--- config.mk ---
export PLATFORM = sky130hd
export DESIGN_NAME = combo_bank_router
export DESIGN_NICKNAME = d
export VERILOG_FILES = /design/src/rtl/cbr_pkg.sv /design/src/rtl/cbr_select.sv /design/src/rtl/cbr_strobe.sv /design/src/rtl/cbr_bus.sv /design/src/rtl/combo_bank_router.sv
export SDC_FILE = /design/constraint.sdc
export NUM_CORES = 1
export LEC_CHECK = 0
export ABC_CLOCK_PERIOD_IN_PS = 800
export BUFFER_PORTS_ARGS = -buffer_cell sky130_fd_sc_hd__buf_4
export CORE_ASPECT_RATIO = 0.5
export CORE_UTILIZATION = 29
export DETAILED_ROUTE_END_ITERATION = 12
export PLACE_DENSITY = 0.75
export SLEW_MARGIN = 0
export SYNTH_ARGS = -nofsm -noshare
export SYNTH_HDL_FRONTEND = slang
export SYNTH_SLANG_ARGS = --single-unit
--- constraint.sdc ---
create_clock -name clk_i -period 0.8 [get_ports clk_i]
set_input_delay 0.16 -clock clk_i [delete_from_list [all_inputs] [get_ports clk_i]]
set_output_delay 0.16 -clock clk_i [all_outputs]
set_load 0.05 [all_outputs]
--- src/rtl/cbr_pkg.sv ---
package cbr_pkg;
  typedef struct packed {
    logic flash_on;
    logic sram_on;
    logic oe_n;
    logic we_n;
  } sel_t;

  typedef struct packed {
    logic f_rd;
    logic f_wr;
    logic s_rd;
    logic s_wr;
  } strobe_t;
endpackage

--- src/rtl/cbr_select.sv ---
module cbr_select
  import cbr_pkg::*;
#(
  parameter bit SHARED_PIN = 1'b0
) (
  input  logic clk_i,
  input  logic rst_ni,
  input  logic flash_sel_ni,
  input  logic sram_sel_ni,
  input  logic out_en_ni,
  input  logic wr_en_ni,
  output sel_t sel_o,
  output logic idle_o
);
  logic s_en_n;

  generate
    if (SHARED_PIN) begin : g_shared
      // one pin: SRAM enable when flash is off, output enable when flash is on
      assign s_en_n = out_en_ni;
    end else begin : g_split
      assign s_en_n = sram_sel_ni;
    end
  endgenerate

  always_comb begin
    sel_o.flash_on = ~flash_sel_ni;
    sel_o.sram_on  = ~s_en_n & flash_sel_ni;
    sel_o.oe_n     = out_en_ni;
    sel_o.we_n     = wr_en_ni;
    idle_o         = flash_sel_ni & s_en_n;
  end

  p_flash_wins_r1: assert property (@(posedge clk_i) disable iff (!rst_ni)
    !flash_sel_ni |-> !sel_o.sram_on);

  p_idle_none_r2: assert property (@(posedge clk_i) disable iff (!rst_ni)
    idle_o |-> !(sel_o.flash_on || sel_o.sram_on));
endmodule

--- src/rtl/cbr_strobe.sv ---
module cbr_strobe
  import cbr_pkg::*;
(
  input  logic    clk_i,
  input  logic    rst_ni,
  input  sel_t    sel_i,
  input  logic    busy_i,
  output strobe_t stb_o
);
  always_comb begin
    stb_o.f_rd = sel_i.flash_on & ~sel_i.oe_n & sel_i.we_n;
    // flash write inhibited by low OE, high WE, or an operation in progress
    stb_o.f_wr = sel_i.flash_on & ~sel_i.we_n & sel_i.oe_n & ~busy_i;
    stb_o.s_rd = sel_i.sram_on & ~sel_i.oe_n & sel_i.we_n;
    stb_o.s_wr = sel_i.sram_on & ~sel_i.we_n;
  end

  p_one_bank_r1: assert property (@(posedge clk_i) disable iff (!rst_ni)
    !((stb_o.f_rd || stb_o.f_wr) && (stb_o.s_rd || stb_o.s_wr)));

  p_busy_no_fwr_r5: assert property (@(posedge clk_i) disable iff (!rst_ni)
    busy_i |-> !stb_o.f_wr);

  p_rd_wr_excl_r3: assert property (@(posedge clk_i) disable iff (!rst_ni)
    !((stb_o.f_rd || stb_o.s_rd) && (stb_o.f_wr || stb_o.s_wr)));
endmodule

--- src/rtl/cbr_bus.sv ---
module cbr_bus
  import cbr_pkg::*;
#(
  parameter int DATA_W = 8
) (
  input  logic              clk_i,
  input  logic              rst_ni,
  input  strobe_t           stb_i,
  input  logic              idle_i,
  input  logic [DATA_W-1:0] s_rdata_i,
  input  logic [DATA_W-1:0] f_rdata_i,
  output logic              dq_oe_o,
  output logic [DATA_W-1:0] dq_o,
  output logic              standby_o
);
  logic              oe_d;
  logic [DATA_W-1:0] dq_d;

  always_comb begin
    oe_d = stb_i.f_rd | stb_i.s_rd;
    if (stb_i.f_rd)      dq_d = f_rdata_i;
    else if (stb_i.s_rd) dq_d = s_rdata_i;
    else                 dq_d = '0;
  end

  always_ff @(posedge clk_i or negedge rst_ni) begin
    if (!rst_ni) begin
      dq_oe_o   <= 1'b0;
      dq_o      <= '0;
      standby_o <= 1'b1;
    end else begin
      dq_oe_o   <= oe_d;
      dq_o      <= dq_d;
      standby_o <= idle_i;
    end
  end

  p_float_r2: assert property (@(posedge clk_i) disable iff (!rst_ni)
    idle_i |=> (!dq_oe_o && standby_o));

  p_drive_r9: assert property (@(posedge clk_i) disable iff (!rst_ni)
    (stb_i.f_rd || stb_i.s_rd) |=> dq_oe_o);

  p_quiet_r10: assert property (@(posedge clk_i) disable iff (!rst_ni)
    !dq_oe_o |-> (dq_o == '0));
endmodule

--- src/rtl/combo_bank_router.sv ---
module combo_bank_router
  import cbr_pkg::*;
#(
  parameter int ADDR_W     = 19,
  parameter int DATA_W     = 8,
  parameter int SRAM_BYTES = 131072,
  parameter bit SHARED_PIN = 1'b0,
  localparam int SRAM_AW   = $clog2(SRAM_BYTES)
) (
  input  logic               clk_i,
  input  logic               rst_ni,
  input  logic               flash_sel_ni,
  input  logic               sram_sel_ni,
  input  logic               out_en_ni,
  input  logic               wr_en_ni,
  input  logic [ADDR_W-1:0]  addr_i,
  input  logic               flash_busy_i,
  input  logic [DATA_W-1:0]  sram_rdata_i,
  input  logic [DATA_W-1:0]  flash_rdata_i,
  output logic [SRAM_AW-1:0] sram_addr_o,
  output logic [ADDR_W-1:0]  flash_addr_o,
  output logic               sram_rd_o,
  output logic               sram_wr_o,
  output logic               flash_rd_o,
  output logic               flash_wr_o,
  output logic               dq_oe_o,
  output logic [DATA_W-1:0]  dq_o,
  output logic               standby_o
);
  sel_t    sel;
  strobe_t stb;
  logic    idle;

  cbr_select #(.SHARED_PIN(SHARED_PIN)) u_select (
    .clk_i        (clk_i),
    .rst_ni       (rst_ni),
    .flash_sel_ni (flash_sel_ni),
    .sram_sel_ni  (sram_sel_ni),
    .out_en_ni    (out_en_ni),
    .wr_en_ni     (wr_en_ni),
    .sel_o        (sel),
    .idle_o       (idle)
  );

  cbr_strobe u_strobe (
    .clk_i  (clk_i),
    .rst_ni (rst_ni),
    .sel_i  (sel),
    .busy_i (flash_busy_i),
    .stb_o  (stb)
  );

  cbr_bus #(.DATA_W(DATA_W)) u_bus (
    .clk_i     (clk_i),
    .rst_ni    (rst_ni),
    .stb_i     (stb),
    .idle_i    (idle),
    .s_rdata_i (sram_rdata_i),
    .f_rdata_i (flash_rdata_i),
    .dq_oe_o   (dq_oe_o),
    .dq_o      (dq_o),
    .standby_o (standby_o)
  );

  // SRAM sits at the bottom of the space: only the low bits reach it
  assign sram_addr_o  = addr_i[SRAM_AW-1:0];
  assign flash_addr_o = addr_i;
  assign sram_rd_o    = stb.s_rd;
  assign sram_wr_o    = stb.s_wr;
  assign flash_rd_o   = stb.f_rd;
  assign flash_wr_o   = stb.f_wr;

  p_sram_busy_free_r7: assert property (@(posedge clk_i) disable iff (!rst_ni)
    (flash_sel_ni && !sram_sel_ni && !SHARED_PIN && !wr_en_ni) |-> sram_wr_o);

  p_standby_quiet_r2: assert property (@(posedge clk_i) disable iff (!rst_ni)
    standby_o |-> !dq_oe_o);
endmodule

==> After elaboration in Yosys (flattened, before gate mapping) <==
Cells that the tools add are included.
{ "word_totals": {"in_bits": 42, "regBits": 10} }
{ "classes": {"n_bitwise": 16, "muxes": 2} }
{ "ops": {"columns": ["op", "count"], "rows": [
  ["2-to-1 mux 8 bit", 2],
  ["bitwise AND 1 bit", 10],
  ["NOT 1 bit", 5],
  ["OR 1 bit", 1]
]} }

==> Depth between registers and ports, before layout <==
{ "logic_depth": {"depth_word": 6, "ltp_mapped": 3} }

==> Hierarchy <==
A second synthesis with hierarchy kept.
{ "hier_totals": {"hier_cells": 69, "area_unflattened_um2": 710.7} }
{ "by_module_without_submodules": {"columns": ["mod", "seq_area_each_um2", "n_inst", "area_per_inst_um2", "cells_per_inst"], "rows": [
  ["cbr_bus", 251.5, 1, 364.1, 24],
  ["combo_bank_router", 0.0, 1, 270.3, 36],
  ["cbr_strobe", 0.0, 1, 41.3, 4],
  ["cbr_select", 0.0, 1, 35.0, 5]
]} }

==> Least setup slack after synthesis <==
Ideal clock, no wire load.
{ "synth_path": {"kind": "input to output", "startpoint": "input flash_sel_ni", "endpoint": "output flash_wr_o", "path_buffers": 1, "arrival_time_ps": 1254, "required_ps": 640, "setup_slack_ps": -614, "cell_stages": 2, "cell_sequence": "buf_6 > nor4b_2"} }
{ "synth_via": {"elab_chain_len": 4} }
{ "synth_rtl": {"columns": ["element", "line_no", "source"], "rows": [
  ["start: declaration", "combo_bank_router.sv:12", "input logic flash_sel_ni,"],
  ["NOT 1 bit", "cbr_select.sv:27", "sel_o.flash_on = ~flash_sel_ni;"],
  ["bitwise AND 1 bit (3 in a row)", "cbr_strobe.sv:13", "stb_o.f_wr = sel_i.flash_on & ~sel_i.we_n & sel_i.oe_n & ~busy_i;"],
  ["end: declaration", "combo_bank_router.sv:25", "output logic flash_wr_o,"]
]} }
No other way between the ends.

==> Worst setup path after layout <==
{ "layout_path": {"startpoint": "register u_bus.standby_o", "endpoint": "output standby_o"} }
{ "layout_lines": {"columns": ["element", "line_no", "source"], "rows": [
  ["start: declaration", "cbr_bus.sv:14", "output logic standby_o"],
  ["start signal: assignment", "cbr_bus.sv:34", "standby_o <= idle_i;"],
  ["end: declaration", "combo_bank_router.sv:28", "output logic standby_o"]
]} }
No word-level cell between the ends.

==> out/summary.txt <==
Crit path depth - 1
Setup violations, final - 14
Post-synthesis mux area share - 0%
Combinational share of power - 25.9%
Psw - 0.393 mW
Final Util - 43.7%
Post-Synth Simple-Gate Area - 20.8%
CP max FO - 1
Main combinational cell family by area after synthesis - buffers and inverters
Detailed placement HPWL - 1.18 mm
Syn-to-layout area delta - 33.3%
Die width - 75.2 µm
Minimum clock period - 1.06 ns
Normalized max-slew margin - 86.5%
Worst-margin pin slew - 0.202 ns
Cell Pwr Density - 1500 mW/mm²
Sequential-to-total area share from yosys stat - 32.4%
Seq pwr share - 34.6%
Nets@finish - 132
Min-delay worst type - input pin to flip-flop
Max IR drop VDD - 0.783 mV
Worst Setup SP - u_bus.standby_o$_DFF_PN1_
Sw frac - 25.3%
All-Layer GR Usage - 11.6%
First-pass DRT Iterations - 2
Pleak - 0.471 nW
Synth Net Count - 123
DRT iter0 DRCs - 22
Synth Area in Compound Gates - 8.53%
Largest net degree at the start of global routing - 12
Crit path capture - standby_o
Critical path launch point type - flip-flop
Vias in the first global route - 549
Reg clk slew, reported paths - 0.04 ns
Final Wtd Congestion - 0.666
Clk buf depth - 2
CTS Buf Count - 3
Synth Area in Adders - 0%
Initial antenna violation count - 0
Kind of critical path - flip-flop to output pin
Count of final hold-check violations - 0
DRC errors left - 0
Final setup margin - -0.256 ns
Post-Syn Area - 777 µm²
DRT Wirelength - 1.48 mm
Xor and xnor area share after synthesis - 0%
I/O Buffers - 36
CTS sink cnt - 10
Core Region - 0.00237 mm²
ANT nets after route - 0
WP data arrival - 0.90 ns
Layout cells sized above 1 - 68.5%
Worst path bufs/invs - 1
Final hold slack - 0.190 ns
CP delay by family, top - flip-flops
CTS tree - done
F_max - 947 MHz
Avg Cell Area, Syn - 9.59 µm²
Max-slew violations - 0
Root Driver - clkbuf_8
Post-synthesis cell count - 81
Initial Util - 32.8%
Die area - 0.00290 mm²
Synth cell types - 13
Req. time, crit path - 0.64 ns
# rows - 12
First-pass GRT wire length - 2.36 mm
Vias/cell - 4.01
Worst Setup End Kind - output pin
ANT cells - 0
Clock power frac - 39.4%
CP max stage delay - 0.53 ns
Power Internal - 1.16 mW
Max-cap viol count - 0
Chip height - 38.6 µm
RSZ-0062 raised after global routing - true
Ys Warns - 0
Period utilisation layout - 132%
Via count - 497
Status - finished, violations left
Slowest CP cell - dfstp_2
GRT overflow - 0
Wire per inst - 11.9 µm
H-tree level count - 1
Yosys reg bits - 10
Failing checks - setup timing
Top-Level Pins - 92
Setup TNS - -1.39 ns
CP Cell Sequence - buf_8
-- cells in the final DEF (no fill, tap or decap), drive strengths merged, types with 4 or more instances in the layout --
cell type,netlist,layout
buf,39,42
nand2b,10,10
dfrtp,9,9
nand3b,8,8
a21oi,8,8
clkbuf,0,4
nor2,4,4
-- kinds of logic after synthesis --
group           count (synthesis)
buf+inv                        39
simple gates                   24
flops                          10
compound gates                  8
-- timing repair --
action,CTS,global route
pin swaps,3,2
gates resized for setup,22,2
hold buffers,1,0
buffers inserted,0,1
endpoints found under the setup margin,14,14
endpoints found under the hold margin,10,0
-- synth_stat cells, drive strengths merged --
| cell | instances | area [µm²] |
|---|---|---|
| a21oi | 8 | 66.3 |
| and2 | 1 | 6.26 |
| buf | 39 | 298 |
| dfrtp | 9 | 225 |
| dfstp | 1 | 26.3 |
| nand2b | 10 | 62.6 |
| nand3b | 8 | 60.1 |
| nor2 | 4 | 17.5 |
| nor4b | 1 | 15.0 |
-- area by class of cell --
| cell class | count | area (µm²) |
|---|---|---|
| repair buffers | 43 | 412 |
| well taps | 35 | 43.8 |
| clock buffers | 4 | 55.1 |
| multi-input cells | 32 | 274 |
| flip-flops and latches | 10 | 251 |
| fillers | 233 | 1340 |
-- how the worst min path moves through the flow --
stage / from / endpoint / cells past startpoint
finish: flash_rdata_i[7] / u_bus.dq_o[7]$_DFF_PN0_ / 3
floorplan: rst_ni / u_bus.dq_o[0]$_DFF_PN0_ / 0
global route: flash_rdata_i[7] / u_bus.dq_o[7]$_DFF_PN0_ / 3
detailed placement: rst_ni / u_bus.dq_o[2]$_DFF_PN0_ / 1
global placement: rst_ni / u_bus.dq_o[2]$_DFF_PN0_ / 1
CTS: flash_rdata_i[7] / u_bus.dq_o[7]$_DFF_PN0_ / 3
-- tightest hold or removal path: cells and delay by family --
kind | cells | cell delay, ns
AOI/OAI and AO/OA | 1 | 0.05
and+or+nand+nor | 1 | 0.06
buffers and inverters | 1 | 0.11
-- through the flow --
| step | instance area, µm² | cells | power, mW | setup WS, ns |
|---|---|---|---|---|
| after floorplan | 833 | 81 | 1.24 | -0.243 |
| after global placement | 872 | 118 | 0.900 | -0.120 |
| after detailed placement | 872 | 118 | 0.904 | -0.126 |
| after CTS | 1020 | 123 | 1.56 | -0.261 |
| after global routing | 1040 | 124 | 1.62 | -0.288 |
| final | 1040 | 124 | 1.56 | -0.256 |
-- state kept, by name, indices dropped and copies added, names as in the netlist --
signal           count
u_bus.dq_o           8
u_bus.dq_oe_o        1
u_bus.standby_o      1
-- per-layer routing --
metal | GRT usage [%] | vias up | part of all wire, %
li1 | - | 238 | -
met1 | 7.82 | 223 | 26
met2 | 23.2 | 30 | 60
met3 | 7.81 | 6 | 13
met4 | 8.33 | 0 | 1.4
met5 | 0 | - | 0
-- power groups by stage --
stage	logic (mW)	clock network (mW)	registers, mW
global route	0.432	0.649	0.541
floorplan	0.622	0	0.614
global placement	0.359	0	0.541
detailed placement	0.363	0	0.541
finish	0.403	0.613	0.539
CTS	0.401	0.624	0.539
Note: power is estimated with default switching activity, not from simulation.
